--- config.mk ---
export PLATFORM = sky130hd
export DESIGN_NAME = dpbusy_arb
export DESIGN_NICKNAME = d
export VERILOG_FILES = /design/src/rtl/dpbusy_pkg.sv /design/src/rtl/dpbusy_cmp.sv /design/src/rtl/dpbusy_grant.sv /design/src/rtl/dpbusy_arb.sv
export SDC_FILE = /design/constraint.sdc
export NUM_CORES = 1
export LEC_CHECK = 0
export BUFFER_PORTS_ARGS = -buffer_cell sky130_fd_sc_hd__buf_2
export CORE_AREA = 2 2 39 41
export DETAILED_ROUTE_END_ITERATION = 6
export DIE_AREA = 0 0 41 43
export PLACE_DENSITY = 0.64
export RECOVER_POWER = 100
export SYNTH_ARGS = -nofsm -noshare
export SYNTH_HDL_FRONTEND = slang
export SYNTH_SLANG_ARGS = --single-unit
--- constraint.sdc ---
create_clock -name clk -period 4.7 [get_ports clk]
set_clock_uncertainty 0.1 [all_clocks]
set_input_delay 0.94 -clock clk [delete_from_list [all_inputs] [get_ports clk]]
set_output_delay 0.94 -clock clk [all_outputs]
set_load 0.05 [all_outputs]
--- src/rtl/dpbusy_pkg.sv ---
package dpbusy_pkg;
   typedef enum logic [1:0] {
      OWN_NONE  = 2'd0,
      OWN_LEFT  = 2'd1,
      OWN_RIGHT = 2'd2
   } owner_e;
endpackage

--- src/rtl/dpbusy_cmp.sv ---
module dpbusy_cmp #(
   parameter int ADDR_W = 14
) (
   input  logic              a_en,
   input  logic              b_en,
   input  logic [ADDR_W-1:0] a_addr,
   input  logic [ADDR_W-1:0] b_addr,
   output logic              hit
);
   logic [ADDR_W-1:0] diff;

   generate
      if (ADDR_W < 1) begin : g_bad_width
         $error("dpbusy_cmp: ADDR_W must be at least 1");
      end
   endgenerate

   always_comb begin
      diff = a_addr ^ b_addr;
      hit  = a_en && b_en && (diff == '0);
   end
endmodule

--- src/rtl/dpbusy_grant.sv ---
module dpbusy_grant
   import dpbusy_pkg::*;
(
   input  logic clk,
   input  logic rst_n,
   input  logic active,
   input  logic hit,
   input  logic l_en,
   input  logic r_en,
   output logic win_l,
   output logic win_r
);
   logic   hold_l, hold_r;
   logic   seen_l, seen_r;
   owner_e owner;

   always_comb begin
      owner = OWN_NONE;
      if (active && hit) begin
         if (hold_l)                 owner = OWN_LEFT;
         else if (hold_r)            owner = OWN_RIGHT;
         else if (seen_r && !seen_l) owner = OWN_RIGHT;
         else                        owner = OWN_LEFT;
      end
      win_l = (owner == OWN_LEFT);
      win_r = (owner == OWN_RIGHT);
   end

   always_ff @(posedge clk) begin
      if (!rst_n) begin
         hold_l <= 1'b0;
         hold_r <= 1'b0;
         seen_l <= 1'b0;
         seen_r <= 1'b0;
      end else begin
         hold_l <= win_l;
         hold_r <= win_r;
         seen_l <= l_en;
         seen_r <= r_en;
      end
   end

   assert_grant_excl_R6: assert property (@(posedge clk) disable iff (!rst_n)
      !(hold_l && hold_r));

   assert_keep_left_R4: assert property (@(posedge clk) disable iff (!rst_n)
      (hold_l && active && hit) |-> win_l);

   assert_keep_right_R4: assert property (@(posedge clk) disable iff (!rst_n)
      (hold_r && active && hit) |-> win_r);
endmodule

--- src/rtl/dpbusy_arb.sv ---
module dpbusy_arb #(
   parameter int ADDR_W        = 14,
   parameter bit FOLLOWER_CAPABLE = 1'b1
) (
   input  logic              clk,
   input  logic              rst_n,
   input  logic              lead_mode,
   input  logic              l_en,
   input  logic              l_we,
   input  logic [ADDR_W-1:0] l_addr,
   input  logic              r_en,
   input  logic              r_we,
   input  logic [ADDR_W-1:0] r_addr,
   input  logic              l_busy_in,
   input  logic              r_busy_in,
   output logic              l_busy,
   output logic              r_busy,
   output logic              l_wr_ok,
   output logic              r_wr_ok
);
   localparam int WORDS = 1 << ADDR_W;

   logic is_lead;
   logic hit;
   logic win_l, win_r;

   generate
      if (WORDS < 2) begin : g_bad_depth
         $error("dpbusy_arb: address space too small");
      end
      if (FOLLOWER_CAPABLE) begin : g_mode_pin
         assign is_lead = lead_mode;
      end else begin : g_lead_only
         assign is_lead = 1'b1;
      end
   endgenerate

   dpbusy_cmp #(.ADDR_W(ADDR_W)) u_cmp (
      .a_en   (l_en),
      .b_en   (r_en),
      .a_addr (l_addr),
      .b_addr (r_addr),
      .hit    (hit)
   );

   dpbusy_grant u_grant (
      .clk    (clk),
      .rst_n  (rst_n),
      .active (is_lead),
      .hit    (hit),
      .l_en   (l_en),
      .r_en   (r_en),
      .win_l  (win_l),
      .win_r  (win_r)
   );

   always_comb begin
      if (is_lead) begin
         l_busy = win_r;
         r_busy = win_l;
      end else begin
         l_busy = l_busy_in;
         r_busy = r_busy_in;
      end
      l_wr_ok = l_en && l_we && !l_busy;
      r_wr_ok = r_en && r_we && !r_busy;
   end

   assert_quiet_no_match_R1: assert property (@(posedge clk) disable iff (!rst_n)
      (is_lead && (!l_en || !r_en || (l_addr != r_addr))) |-> (!l_busy && !r_busy));

   assert_one_side_R6: assert property (@(posedge clk) disable iff (!rst_n)
      is_lead |-> !(l_busy && r_busy));

   assert_follow_R7: assert property (@(posedge clk) disable iff (!rst_n)
      !is_lead |-> ((l_busy == l_busy_in) && (r_busy == r_busy_in)));

   assert_wr_block_l_R8: assert property (@(posedge clk) disable iff (!rst_n)
      l_busy |-> !l_wr_ok);

   assert_wr_block_r_R8: assert property (@(posedge clk) disable iff (!rst_n)
      r_busy |-> !r_wr_ok);

   assert_no_flip_R4: assert property (@(posedge clk) disable iff (!rst_n)
      (is_lead && r_busy && hit) |=> ((is_lead && hit) |-> r_busy));
endmodule

==> results of run 1 <==
cells in the mapped netlist, drive strengths merged, types with 2 or more instances:
cell | count | area share, %
nand2b | 2 | 3.4
nor2b | 2 | 3.4
nand3 | 3 | 4.1
nor4 | 3 | 5.1
and2 | 2 | 3.4
xnor2 | 7 | 17
dfxtp | 4 | 22
xor2 | 7 | 17
how the worst max path moves through the flow:
stage	startpoint	end	slack (ns)	depth (start not counted)
6_report	r_addr[1]	r_busy	0.77	6
5_1_grt	r_addr[1]	r_busy	0.71	6
4_1_cts	r_addr[1]	l_busy	1.09	6
3_5_place_dp	r_addr[1]	l_busy	1.09	6
3_3_place_gp	r_addr[1]	l_busy	1.11	6
2_1_floorplan	r_addr[1]	l_busy	0.56	4
registers in the layout, summed over array words and instances, names as in the netlist:
name	count
u_grant.seen_l	1
u_grant.hold_l	1
u_grant.seen_r	1
u_grant.hold_r	1
worst max-delay path, delay by kind of cell:
family          cells  cell delay [ns]
compound gates      1             0.19
xor+xnor            1             0.14
buf+inv             2             0.56
simple gates        2             1.05
power by group through the flow:
| stage | clock network [uW] | registers [uW] | logic [uW] |
|---|---|---|---|
| floorplan | 0 | 35.7 | 22.1 |
| global placement | 0 | 35.7 | 42.0 |
| detailed placement | 0 | 35.8 | 42.8 |
| CTS | 44.0 | 35.2 | 42.8 |
| global route | 44.7 | 35.4 | 45.7 |
| finish | 41.9 | 35.2 | 41.1 |
layout make-up:
class | instances | area (um^2) | area share [%]
timing repair buffer | 40 | 195 | 32.9
inverter | 1 | 3.75 | 0.633
sequential | 4 | 80.1 | 13.5
multi-input combinational | 37 | 272 | 45.8
tap | 16 | 20.0 | 3.38
clock buffer | 3 | 22.5 | 3.80
per-stage QoR:
step | instances | area [um^2] | worst slack, ns | total power (uW)
after global placement | 98 | 586 | 1.11 | 77.7
after detailed placement | 98 | 586 | 1.09 | 78.5
after CTS | 101 | 608 | 1.09 | 122
after global routing | 101 | 593 | 0.710 | 126
final | 101 | 593 | 0.766 | 118
after floorplan | 42 | 365 | 0.560 | 57.8
kinds of logic (layout without fill, tap and decap cells):
| family | after synthesis | count (layout) | synth area share (%) |
|---|---|---|---|
| compound gates | 6 | 6 | 12.3 |
| xor+xnor | 14 | 14 | 33.6 |
| buf+inv | 1 | 44 | 1.03 |
| flops | 4 | 4 | 21.9 |
| simple gates | 17 | 17 | 31.2 |
layer usage:
metal / global-route usage [%] / routed length, um / up-vias
met3: 1.57 / 67 / 0
met5: 0 / 0 / -
li1: - / - / 236
met4: 4.00 / 0 / 0
met2: 21.3 / 466 / 19
met1: 10.5 / 351 / 198
==> impl_metrics.prom, run 1 <==
# TYPE chip_impl_metric gauge
chip_impl_metric{name="grt.total_usage",unit="%"} 11.0
chip_impl_metric{name="port_buffers",unit=""} 40
chip_impl_metric{name="cts_resized",unit=""} 0
chip_impl_metric{name="flop_to_flop_setup_slack",unit="ns"} 3.64
chip_impl_info{name="critical_path.reg2reg.endpoint",value="u_grant.hold_r"} 1
chip_impl_metric{name="via_count",unit=""} 453
chip_impl_metric{name="post_drt_via_cell_ratio",unit=""} 4.49
chip_impl_metric{name="die_height",unit="um"} 43
chip_impl_metric{name="ys_seq_elements",unit=""} 4
chip_impl_metric{name="drt_wl_total",unit="um"} 886
chip_impl_metric{name="die-width",unit="um"} 41
chip_impl_metric{name="p_int",unit="uW"} 84.6
chip_impl_metric{name="cts_post_setup_buffers_inserted",unit=""} 0
chip_impl_info{name="endpoint_kind",value="primary output"} 1
chip_impl_metric{name="hpwl_dp",unit="um"} 841
chip_impl_metric{name="power_frac_comb",unit="%"} 34.8
chip_impl_metric{name="timing_max_transition_violations_final",unit=""} 0
chip_impl_metric{name="dieArea",unit="um^2"} 1760
chip_impl_metric{name="crit_path_max_fanout",unit=""} 3
chip_impl_info{name="root_buffer",value="clkbuf_4"} 1
chip_impl_metric{name="cts_max_path_buffers",unit=""} 2
chip_impl_metric{name="cp.arrival",unit="ns"} 2.89
chip_impl_metric{name="synthesis.instances",unit=""} 42
chip_impl_metric{name="power.leakage",unit="uW"} 0.000284
chip_impl_metric{name="cell_area_after_synthesis",unit="um^2"} 365
chip_impl_metric{name="min_period_over_period",unit="%"} 83.7
chip_impl_metric{name="first_pass_grt_wire_length",unit="um"} 1400
chip_impl_metric{name="finalWeightedCongestion",unit=""} 0.656
chip_impl_info{name="start_kind",value="primary input"} 1
chip_impl_metric{name="cts_sinks",unit=""} 4
chip_impl_metric{name="setup_violations",unit=""} 0
chip_impl_metric{name="worst_skew_pair_later_pin_latency",unit="ns"} 0.23
chip_impl_metric{name="portion_of_total_power_attributed_to_the_clock_network",unit="%"} 35.4
chip_impl_metric{name="power_density",unit="nW/um^2"} 199
chip_impl_metric{name="grt.overflow.total",unit=""} 0
chip_impl_info{name="holdCritPathClass",value="reg2reg"} 1
chip_impl_info{name="hold_start",value="u_grant.hold_r"} 1
chip_impl_metric{name="area_delta_synth_final",unit="%"} 62.3
chip_impl_metric{name="worst_pin_slew",unit="ns"} 0.591
chip_impl_metric{name="edff_count_synth",unit=""} 0
chip_impl_metric{name="pwr-share-seq",unit="%"} 29.8
chip_impl_metric{name="drv_cap",unit=""} 0
chip_impl_metric{name="sw_frac_of_total",unit="%"} 28.5
chip_impl_info{name="worstPathCellList",value="buf_2 > xor2_1 > or4_1 > nor4b_1 > a21o_1 > clkbuf_1"} 1
chip_impl_info{name="reg2reg_from",value="u_grant.seen_r"} 1
chip_impl_metric{name="synth_nets",unit=""} 79
chip_impl_info{name="layout_commonest_cell",value="buf_2"} 1
chip_impl_info{name="tritoncts",value="built"} 1
chip_impl_metric{name="htree_num_levels",unit=""} 1
chip_impl_metric{name="initial_utilization",unit="%"} 26.4
chip_impl_info{name="cp_slowest_cell",value="or4_1"} 1
chip_impl_metric{name="timing.max_slew.rel_slack",unit="%"} 60.7
chip_impl_info{name="timing_worst_setup_path_type",value="in2out"} 1
chip_impl_metric{name="num_io_pins",unit=""} 41
chip_impl_metric{name="max_stage_delay",unit="ns"} 0.53
chip_impl_metric{name="timing.hold.ws",unit="ns"} 0.475
chip_impl_metric{name="total_negative_setup_slack",unit="ns"} 0
chip_impl_metric{name="grt_pass1_vias",unit=""} 407
chip_impl_metric{name="crit_required",unit="ns"} 3.66
chip_impl_info{name="holdPathEnd",value="u_grant.hold_l"} 1
chip_impl_metric{name="synth-seq-area-share",unit="%"} 21.9
chip_impl_metric{name="power.switching",unit="uW"} 33.6
chip_impl_metric{name="postSynth.asyncResetShare",unit="%"} 0
chip_impl_metric{name="fp.coreArea",unit="um^2"} 1380
chip_impl_metric{name="antenna-diode-count",unit=""} 0
chip_impl_metric{name="clk_pin_slew",unit="ns"} 0.04
chip_impl_metric{name="antenna_found_initial",unit=""} 0
chip_impl_metric{name="drt_pre_antenna_iters",unit=""} 3
chip_impl_info{name="dominantRegCellSynth",value="dfxtp_1"} 1
chip_impl_metric{name="finalHoldViolations",unit=""} 0
chip_impl_metric{name="worst_r2r_path_depth",unit=""} 3
chip_impl_metric{name="post_cts_hold_buffer_count",unit=""} 0
chip_impl_metric{name="synth_warnings",unit=""} 0
chip_impl_info{name="grt_setup_unrepaired",value="false"} 1
chip_impl_metric{name="synth_cell_types",unit=""} 20
chip_impl_metric{name="irDropWorstVdd",unit="V"} 0.0000602
chip_impl_info{name="most-common-layout-cells",value="buf_2 (36), xor2_1 (7), xnor2_1 (7)"} 1
chip_impl_metric{name="drt.antenna.violating_nets",unit=""} 0
chip_impl_metric{name="std_cell_rows",unit=""} 14
chip_impl_metric{name="routed_wire_length_per_instance",unit="um"} 8.77
chip_impl_info{name="status",value="finished, final reports clean"} 1
chip_impl_metric{name="dr.first_iter.drc_count",unit=""} 3
chip_impl_metric{name="drcViolationCount",unit=""} 0
chip_impl_metric{name="nNetsFinal",unit=""} 124
chip_impl_metric{name="cts-buffers-inserted",unit=""} 3
chip_impl_metric{name="hold_depth",unit=""} 2
chip_impl_metric{name="fillCellCount",unit=""} 155
chip_impl_metric{name="syn_area_per_cell",unit="um^2"} 8.70
chip_impl_metric{name="drive_above_1_share",unit="%"} 47.1
chip_impl_metric{name="maxClockFrequency",unit="MHz"} 254
chip_impl_metric{name="pin_count_of_the_biggest_net_entering_global_routing",unit=""} 5
chip_impl_metric{name="fin_crit",unit="ns"} 3.93
chip_impl_metric{name="post-route-util",unit="%"} 42.9
(Power assumes the default switching activity.)
==> run 2: changes to the inputs <==
Settings changed: ABC_AREA set to 1, CORE_AREA 2 2 39 41 to unset, CORE_MARGIN set to 2, CORE_UTILIZATION set to 37, DIE_AREA 0 0 41 43 to unset, PLACE_DENSITY 0.64 to 0.75.
Clock period 4.7 ns to 3.98 ns, I/O delays scaled along.
==> run 2 against run 1 <==
- hold slack got worse by 0.032 ns
- clock power increased by 25%
- first-iteration DRC count increased by 100%
- cell area grew 21%
- via count rose by 49%
- count of clock-buffer cells in the layout unchanged
- utilization up 14 points
- critical path depth grew 2
- critical endpoint unchanged
- critical path type unchanged
- global-route usage rose by 4.4 points
- combinational power rose by 34%
- total power up 26%
- setup slack better by 0.29 ns
==> impl_metrics.prom, run 2 <==
# TYPE chip_impl_metric gauge
chip_impl_metric{name="routed_wire_length_per_instance",unit="um"} 6.59
chip_impl_metric{name="worst_pin_slew",unit="ns"} 0.593
chip_impl_info{name="reg2reg_from",value="u_grant.seen_l"} 1
chip_impl_metric{name="port_buffers",unit=""} 40
chip_impl_metric{name="grt.total_usage",unit="%"} 15.4
chip_impl_info{name="status",value="finished, final reports clean"} 1
chip_impl_metric{name="crit_path_max_fanout",unit=""} 3
chip_impl_metric{name="placed_cells",unit=""} 161
chip_impl_metric{name="htree_num_levels",unit=""} 1
chip_impl_metric{name="synth-seq-area-share",unit="%"} 16.5
chip_impl_info{name="tritoncts",value="built"} 1
chip_impl_metric{name="synth_nets",unit=""} 143
chip_impl_metric{name="post_cts_hold_buffer_count",unit=""} 0
chip_impl_info{name="start_kind",value="primary input"} 1
chip_impl_metric{name="drt_wl_total",unit="um"} 1080
chip_impl_info{name="layout_commonest_cell",value="nand2_1"} 1
chip_impl_info{name="synth_commonest_cells",value="nand2_1 (49), inv_1 (33), nor2_1 (9), dfxtp_1 (4), nand3_1 (4)"} 1
chip_impl_metric{name="std_cell_rows",unit=""} 13
chip_impl_metric{name="irDropWorstVdd",unit="V"} 0.0000823
chip_impl_info{name="holdPathEnd",value="u_grant.hold_r"} 1
chip_impl_metric{name="timing_max_transition_violations_final",unit=""} 0
chip_impl_info{name="hold_start",value="u_grant.hold_l"} 1
chip_impl_metric{name="clk_pin_slew",unit="ns"} 0.04
chip_impl_metric{name="hpwl_dp",unit="um"} 974
chip_impl_metric{name="cts-buffers-inserted",unit=""} 3
chip_impl_info{name="root_buffer",value="clkbuf_4"} 1
chip_impl_metric{name="drt_pre_antenna_iters",unit=""} 4
chip_impl_metric{name="grt.overflow.total",unit=""} 0
chip_impl_metric{name="crit_required",unit="ns"} 3.08
chip_impl_metric{name="post_drt_via_cell_ratio",unit=""} 4.12
chip_impl_metric{name="fillCellCount",unit=""} 150
chip_impl_metric{name="drt.antenna.violating_nets",unit=""} 0
chip_impl_info{name="grt_setup_unrepaired",value="false"} 1
chip_impl_info{name="yosys.cell_count.top_type",value="nand2_1"} 1
chip_impl_info{name="synthDominantAreaCellType",value="nand2_1"} 1
chip_impl_metric{name="dr.first_iter.drc_count",unit=""} 6
chip_impl_metric{name="area_delta_synth_final",unit="%"} 47.6
chip_impl_metric{name="worst_r2r_path_depth",unit=""} 6
chip_impl_metric{name="die_height",unit="um"} 40.3
chip_impl_metric{name="drcViolationCount",unit=""} 0
chip_impl_metric{name="num_io_pins",unit=""} 41
chip_impl_metric{name="ys_seq_elements",unit=""} 4
chip_impl_metric{name="maxClockFrequency",unit="MHz"} 342
chip_impl_metric{name="synthesis.instances",unit=""} 106
chip_impl_info{name="endpoint_kind",value="primary output"} 1
chip_impl_metric{name="fin_crit",unit="ns"} 2.92
chip_impl_info{name="most-common-layout-cells",value="nand2_1 (49), buf_2 (34), inv_1 (33)"} 1
chip_impl_metric{name="antenna-diode-count",unit=""} 0
chip_impl_metric{name="flop_to_flop_setup_slack",unit="ns"} 3.01
chip_impl_info{name="timing_worst_setup_path_type",value="in2out"} 1
chip_impl_metric{name="first_pass_grt_wire_length",unit="um"} 1700
chip_impl_metric{name="postSynth.asyncResetShare",unit="%"} 0
chip_impl_metric{name="worst_skew_pair_later_pin_latency",unit="ns"} 0.24
chip_impl_metric{name="cts_sinks",unit=""} 4
chip_impl_metric{name="fin_cells",unit=""} 164
chip_impl_metric{name="power_density",unit="nW/um^2"} 207
chip_impl_metric{name="seq_area",unit="um^2"} 80.1
chip_impl_metric{name="setup_violations",unit=""} 0
chip_impl_metric{name="synth_top_area_share",unit="%"} 37.8
chip_impl_metric{name="multi_input_comb_area",unit="um^2"} 280
chip_impl_metric{name="nNetsFinal",unit=""} 188
chip_impl_metric{name="cts_max_path_buffers",unit=""} 2
chip_impl_metric{name="min_period_over_period",unit="%"} 73.4
chip_impl_metric{name="hold_depth",unit=""} 3
chip_impl_metric{name="cts_post_setup_buffers_inserted",unit=""} 0
chip_impl_metric{name="finalWeightedCongestion",unit=""} 0.612
chip_impl_metric{name="total_negative_setup_slack",unit="ns"} 0
chip_impl_metric{name="drv_cap",unit=""} 0
chip_impl_info{name="dominantRegCellSynth",value="dfxtp_1"} 1
chip_impl_metric{name="edff_count_synth",unit=""} 0
chip_impl_metric{name="initial_utilization",unit="%"} 38.4
chip_impl_metric{name="synth_warnings",unit=""} 0
chip_impl_metric{name="cell_area_after_synthesis",unit="um^2"} 487
chip_impl_metric{name="syn_area_per_cell",unit="um^2"} 4.59
chip_impl_metric{name="finalHoldViolations",unit=""} 0
chip_impl_metric{name="fp.coreArea",unit="um^2"} 1270
chip_impl_metric{name="cp.arrival",unit="ns"} 2.02
chip_impl_metric{name="antenna_found_initial",unit=""} 0
chip_impl_metric{name="drive_above_1_share",unit="%"} 27.5
chip_impl_metric{name="die-width",unit="um"} 40.3
chip_impl_metric{name="power.leakage",unit="uW"} 0.000527
chip_impl_metric{name="grt_pass1_vias",unit=""} 527
chip_impl_info{name="critical_path.reg2reg.endpoint",value="u_grant.hold_l"} 1
chip_impl_metric{name="via_count",unit=""} 676
chip_impl_metric{name="timing.max_slew.rel_slack",unit="%"} 60.6
chip_impl_metric{name="dieArea",unit="um^2"} 1620
chip_impl_info{name="synthTopCellsByArea",value="nand2_1 (38%), inv_1 (25%), dfxtp_1 (16%), nor2_1 (6.9%), nand3_1 (4.1%)"} 1
chip_impl_metric{name="synth_cell_types",unit=""} 9
chip_impl_metric{name="pin_count_of_the_biggest_net_entering_global_routing",unit=""} 4
chip_impl_info{name="holdCritPathClass",value="reg2reg"} 1
chip_impl_metric{name="cts_resized",unit=""} 0
-- run 2: stage by stage --
step | hold slack, ns | utilization, % | worst slack (ns) | instance area [um^2] | power [uW]
2_1_floorplan | 0.416 | - | 1.03 | 487 | 73.1
3_3_place_gp | 0.437 | 55.6 | 1.34 | 706 | 96.6
3_5_place_dp | 0.448 | 55.6 | 1.34 | 706 | 98.7
4_1_cts | 0.453 | 57.4 | 1.34 | 728 | 151
5_1_grt | 0.519 | 56.6 | 0.898 | 718 | 162
6_report | 0.443 | 56.6 | 1.06 | 718 | 149
-- run 2: worst max-delay path by stage --
stage	to	from	slack, ns	cells after the start
finish	r_busy	r_en	1.06	8
floorplan	r_wr_ok	l_addr[5]	1.03	9
detailed placement	l_busy	l_addr[13]	1.34	10
global placement	l_busy	l_addr[13]	1.34	10
global route	r_busy	r_en	0.90	8
CTS	l_busy	l_addr[13]	1.34	10
-- run 2: layer usage --
metal  global-route usage, %  wire length, um
met1                    14.6              412
met2                    33.1              574
met3                    1.67               79
met4                    5.00               14
met5                       0                0
-- run 2: critical path: stages --
cell	delay, ns
clkbuf_1	0.14
nand3_1	0.10
nor2_1	0.11
nand2_1	0.06
nor2_1	0.13
nand3_1	0.13
nand2_2	0.09
clkbuf_1	0.47
-- run 2: cells by family after synthesis --
kind of cell	after synthesis	synth area share (%)
buf+inv	33	25.5
xor+xnor	1	1.80
compound gates	1	1.03
simple gates	67	55.3
flops	4	16.5
-- run 2: power by group --
part / internal [uW] / leakage, uW / switching (uW)
clock network: 33.8 / 0.0000138 / 18.3
registers: 41.4 / 0.0000328 / 0.259
logic: 24.1 / 0.000481 / 30.9
-- run 2: final cells by class --
| class | count | share of cell area (%) |
|---|---|---|
| multi-input cells | 69 | 39.0 |
| inverters | 33 | 17.2 |
| clock buffers | 3 | 3.14 |
| flip-flops and latches | 4 | 11.1 |
| repair buffers | 40 | 26.8 |
| well taps | 15 | 2.61 |
==> run 3: changes to the inputs <==
Settings changed: ABC_AREA 1 to 0, CORE_UTILIZATION 37 to 28, PLACE_DENSITY 0.75 to 0.68.
Clock period 3.98 ns to 2.4 ns, I/O delays scaled along.
==> run 3 against run 2 <==
- the run now ends with setup timing left
- total power grew 67%
- wire length shrank 15%
- combinational power grew 82%
- critical path depth shrank 1
- setup slack lost 1.1 ns
- final cell count shrank 35%
- register-to-register slack lost 1.8 ns
- global-route usage shrank 3.1 points
- hold slack lost 0.051 ns
- sequential cell count is the same
- largest power group unchanged
==> impl_metrics.prom, run 3 (synthesized netlist as in run 1, its figures left out) <==
# TYPE chip_impl_metric gauge
chip_impl_info{name="status",value="finished with violations"} 1
chip_impl_info{name="failing_checks",value="setup timing"} 1
chip_impl_metric{name="drive_above_1_share",unit="%"} 63.7
chip_impl_metric{name="power_density",unit="nW/um^2"} 337
chip_impl_metric{name="placed_cells",unit=""} 103
chip_impl_metric{name="power_frac_comb",unit="%"} 40.3
chip_impl_metric{name="cp.arrival",unit="ns"} 1.88
chip_impl_metric{name="portion_of_total_power_attributed_to_the_clock_network",unit="%"} 31.8
chip_impl_metric{name="nNetsFinal",unit=""} 130
chip_impl_info{name="most-common-layout-cells",value="buf_2 (34), xor2_1 (7), xnor2_1 (7)"} 1
chip_impl_metric{name="total_negative_setup_slack",unit="ns"} -0.117
chip_impl_metric{name="fp.coreArea",unit="um^2"} 1250
chip_impl_metric{name="clk_pin_slew",unit="ns"} 0.03
chip_impl_metric{name="maxClockFrequency",unit="MHz"} 407
chip_impl_metric{name="hpwl_dp",unit="um"} 853
chip_impl_metric{name="cts_post_setup_buffers_inserted",unit=""} 0
chip_impl_metric{name="flop_to_flop_setup_slack",unit="ns"} 1.25
chip_impl_metric{name="post_cts_hold_buffer_count",unit=""} 0
chip_impl_metric{name="initial_utilization",unit="%"} 29.2
chip_impl_metric{name="grt_pass1_vias",unit=""} 410
chip_impl_metric{name="antenna-diode-count",unit=""} 0
chip_impl_info{name="cpMostUsedCell",value="buf_6"} 1
chip_impl_metric{name="hold_depth",unit=""} 2
chip_impl_metric{name="die-width",unit="um"} 40.1
chip_impl_metric{name="fillCellCount",unit=""} 116
chip_impl_metric{name="crit_path_max_fanout",unit=""} 2
chip_impl_metric{name="worst_pin_slew",unit="ns"} 0.481
chip_impl_info{name="root_buffer",value="clkbuf_4"} 1
chip_impl_metric{name="std_cell_rows",unit=""} 13
chip_impl_metric{name="dieArea",unit="um^2"} 1610
chip_impl_metric{name="cp.buffers_inverters",unit=""} 3
chip_impl_metric{name="p_int",unit="uW"} 179
chip_impl_metric{name="detailed_place.area",unit="um^2"} 653
chip_impl_info{name="critical_path.startpoint",value="l_addr[1]"} 1
chip_impl_info{name="holdCritPathClass",value="in2reg"} 1
chip_impl_metric{name="crit_required",unit="ns"} 1.82
chip_impl_metric{name="grt.overflow.total",unit=""} 0
chip_impl_metric{name="power.switching",unit="uW"} 68.9
chip_impl_metric{name="path_depth",unit=""} 7
chip_impl_metric{name="first_pass_grt_wire_length",unit="um"} 1370
chip_impl_metric{name="timing_max_transition_violations_final",unit=""} 0
chip_impl_metric{name="via_count",unit=""} 476
chip_impl_metric{name="power.leakage",unit="uW"} 0.000356
chip_impl_metric{name="antenna_found_initial",unit=""} 0
chip_impl_info{name="tritoncts",value="built"} 1
chip_impl_metric{name="cts-buffers-inserted",unit=""} 3
chip_impl_metric{name="max_stage_delay",unit="ns"} 0.53
chip_impl_info{name="timing.critical_path.max_delay_family",value="simple AND/OR/NAND/NOR gates"} 1
chip_impl_info{name="grt_setup_unrepaired",value="true"} 1
chip_impl_metric{name="finalWeightedCongestion",unit=""} 0.649
chip_impl_metric{name="timing.max_slew.rel_slack",unit="%"} 67.9
chip_impl_metric{name="pin_count_of_the_biggest_net_entering_global_routing",unit=""} 5
chip_impl_metric{name="cts_max_path_buffers",unit=""} 2
chip_impl_metric{name="pwr-share-seq",unit="%"} 27.9
chip_impl_metric{name="dr.first_iter.drc_count",unit=""} 0
chip_impl_metric{name="cts_sinks",unit=""} 4
chip_impl_metric{name="drt.antenna.violating_nets",unit=""} 0
chip_impl_metric{name="num_io_pins",unit=""} 41
chip_impl_info{name="timing_worst_setup_path_type",value="in2out"} 1
chip_impl_metric{name="drt_wl_total",unit="um"} 915
chip_impl_metric{name="post_drt_via_cell_ratio",unit=""} 4.49
chip_impl_metric{name="layout.cell_area.non_filler",unit="um^2"} 734
chip_impl_metric{name="port_buffers",unit=""} 40
chip_impl_metric{name="routed_wire_length_per_instance",unit="um"} 8.63
chip_impl_metric{name="drv_cap",unit=""} 0
chip_impl_metric{name="fin_crit",unit="ns"} 2.46
chip_impl_info{name="cp-endpoint",value="r_wr_ok"} 1
chip_impl_metric{name="finalHoldViolations",unit=""} 0
chip_impl_info{name="reg2reg_from",value="u_grant.seen_r"} 1
chip_impl_metric{name="area_delta_synth_final",unit="%"} 101
chip_impl_metric{name="postLayoutSetupSlackWorst",unit="ns"} -0.0551
chip_impl_metric{name="setup_violations",unit=""} 3
chip_impl_info{name="layout_commonest_cell",value="buf_2"} 1
chip_impl_metric{name="min_period_over_period",unit="%"} 102
chip_impl_metric{name="drcViolationCount",unit=""} 0
chip_impl_metric{name="drt_pre_antenna_iters",unit=""} 1
chip_impl_metric{name="sw_frac_of_total",unit="%"} 27.8
chip_impl_info{name="start_kind",value="primary input"} 1
chip_impl_metric{name="worst_skew_pair_later_pin_latency",unit="ns"} 0.23
chip_impl_info{name="critical_path.reg2reg.endpoint",value="u_grant.hold_r"} 1
chip_impl_metric{name="htree_num_levels",unit=""} 1
chip_impl_metric{name="grt.total_usage",unit="%"} 12.3
chip_impl_metric{name="worst_r2r_path_depth",unit=""} 3
chip_impl_info{name="worstPathCellList",value="buf_6 > xor2_1 > or4_4 > nor4b_4 > buf_4 > a211oi_2 > buf_6"} 1
chip_impl_metric{name="fin_cells",unit=""} 106
chip_impl_metric{name="irDropWorstVdd",unit="V"} 0.000105
chip_impl_info{name="cp_slowest_cell",value="or4_4"} 1
chip_impl_metric{name="die_height",unit="um"} 40.1
chip_impl_metric{name="setup_slack_placement",unit="ns"} -0.263
chip_impl_info{name="endpoint_kind",value="primary output"} 1
run 3: layout make-up:
cell class | instances | area [um^2] | share of cell area (%)
Sequential cell | 4 | 80.1 | 10.9
Multi-Input combinational cell | 37 | 323 | 44.0
Timing Repair Buffer | 46 | 287 | 39.0
Inverter | 1 | 3.75 | 0.511
Clock buffer | 3 | 22.5 | 3.07
Tap cell | 15 | 18.8 | 2.56
run 3: how the worst min path moves through the flow:
stage	from	endpoint	slack (ns)
after global routing	rst_n	u_grant.seen_l	0.40
after floorplan	u_grant.hold_r	u_grant.hold_l	0.45
final	rst_n	u_grant.seen_l	0.39
after global placement	u_grant.hold_r	u_grant.hold_l	0.47
after CTS	rst_n	u_grant.seen_l	0.39
after detailed placement	u_grant.hold_r	u_grant.hold_l	0.49
run 3: per-stage QoR:
stage          power (uW)  hold slack (ns)  util (%)
6_report              248            0.392      58.6
5_1_grt               263            0.400      58.6
4_1_cts               250            0.390      57.8
3_5_place_dp          160            0.489      52.1
3_3_place_gp          159            0.472      52.1
2_1_floorplan         116            0.451         -
run 3: per-layer routing:
metal | global-route usage, % | wire, um
met5 | 0 | 0
met3 | 0 | 63
met4 | 7.76 | 0
met1 | 13.0 | 321
met2 | 23.8 | 530
run 3: repair_timing:
action / 4_1_cts / 5_1_grt
endpoints found under the setup margin: 4 / 4
gates resized for setup: 12 / 2
gates cloned: 0 / 0
pin swaps: 7 / 0
run 3: worst reg2reg max path, delay by kind of cell, from the launching register on:
kind             cells  cell delay, ns
flip-flops           1            0.28
AO/OA/AOI/OAI        1            0.40
AND/OR/NAND/NOR      2            0.23
run 3: power by group through the flow:
stage	logic, uW	registers [uW]	clock network, uW
after floorplan	46.5	69.9	0
after global routing	109	69.3	84.4
after detailed placement	90.4	70.0	0
after CTS	99.0	69.1	81.9
after global placement	88.6	70.0	0
final	99.9	69.0	78.9
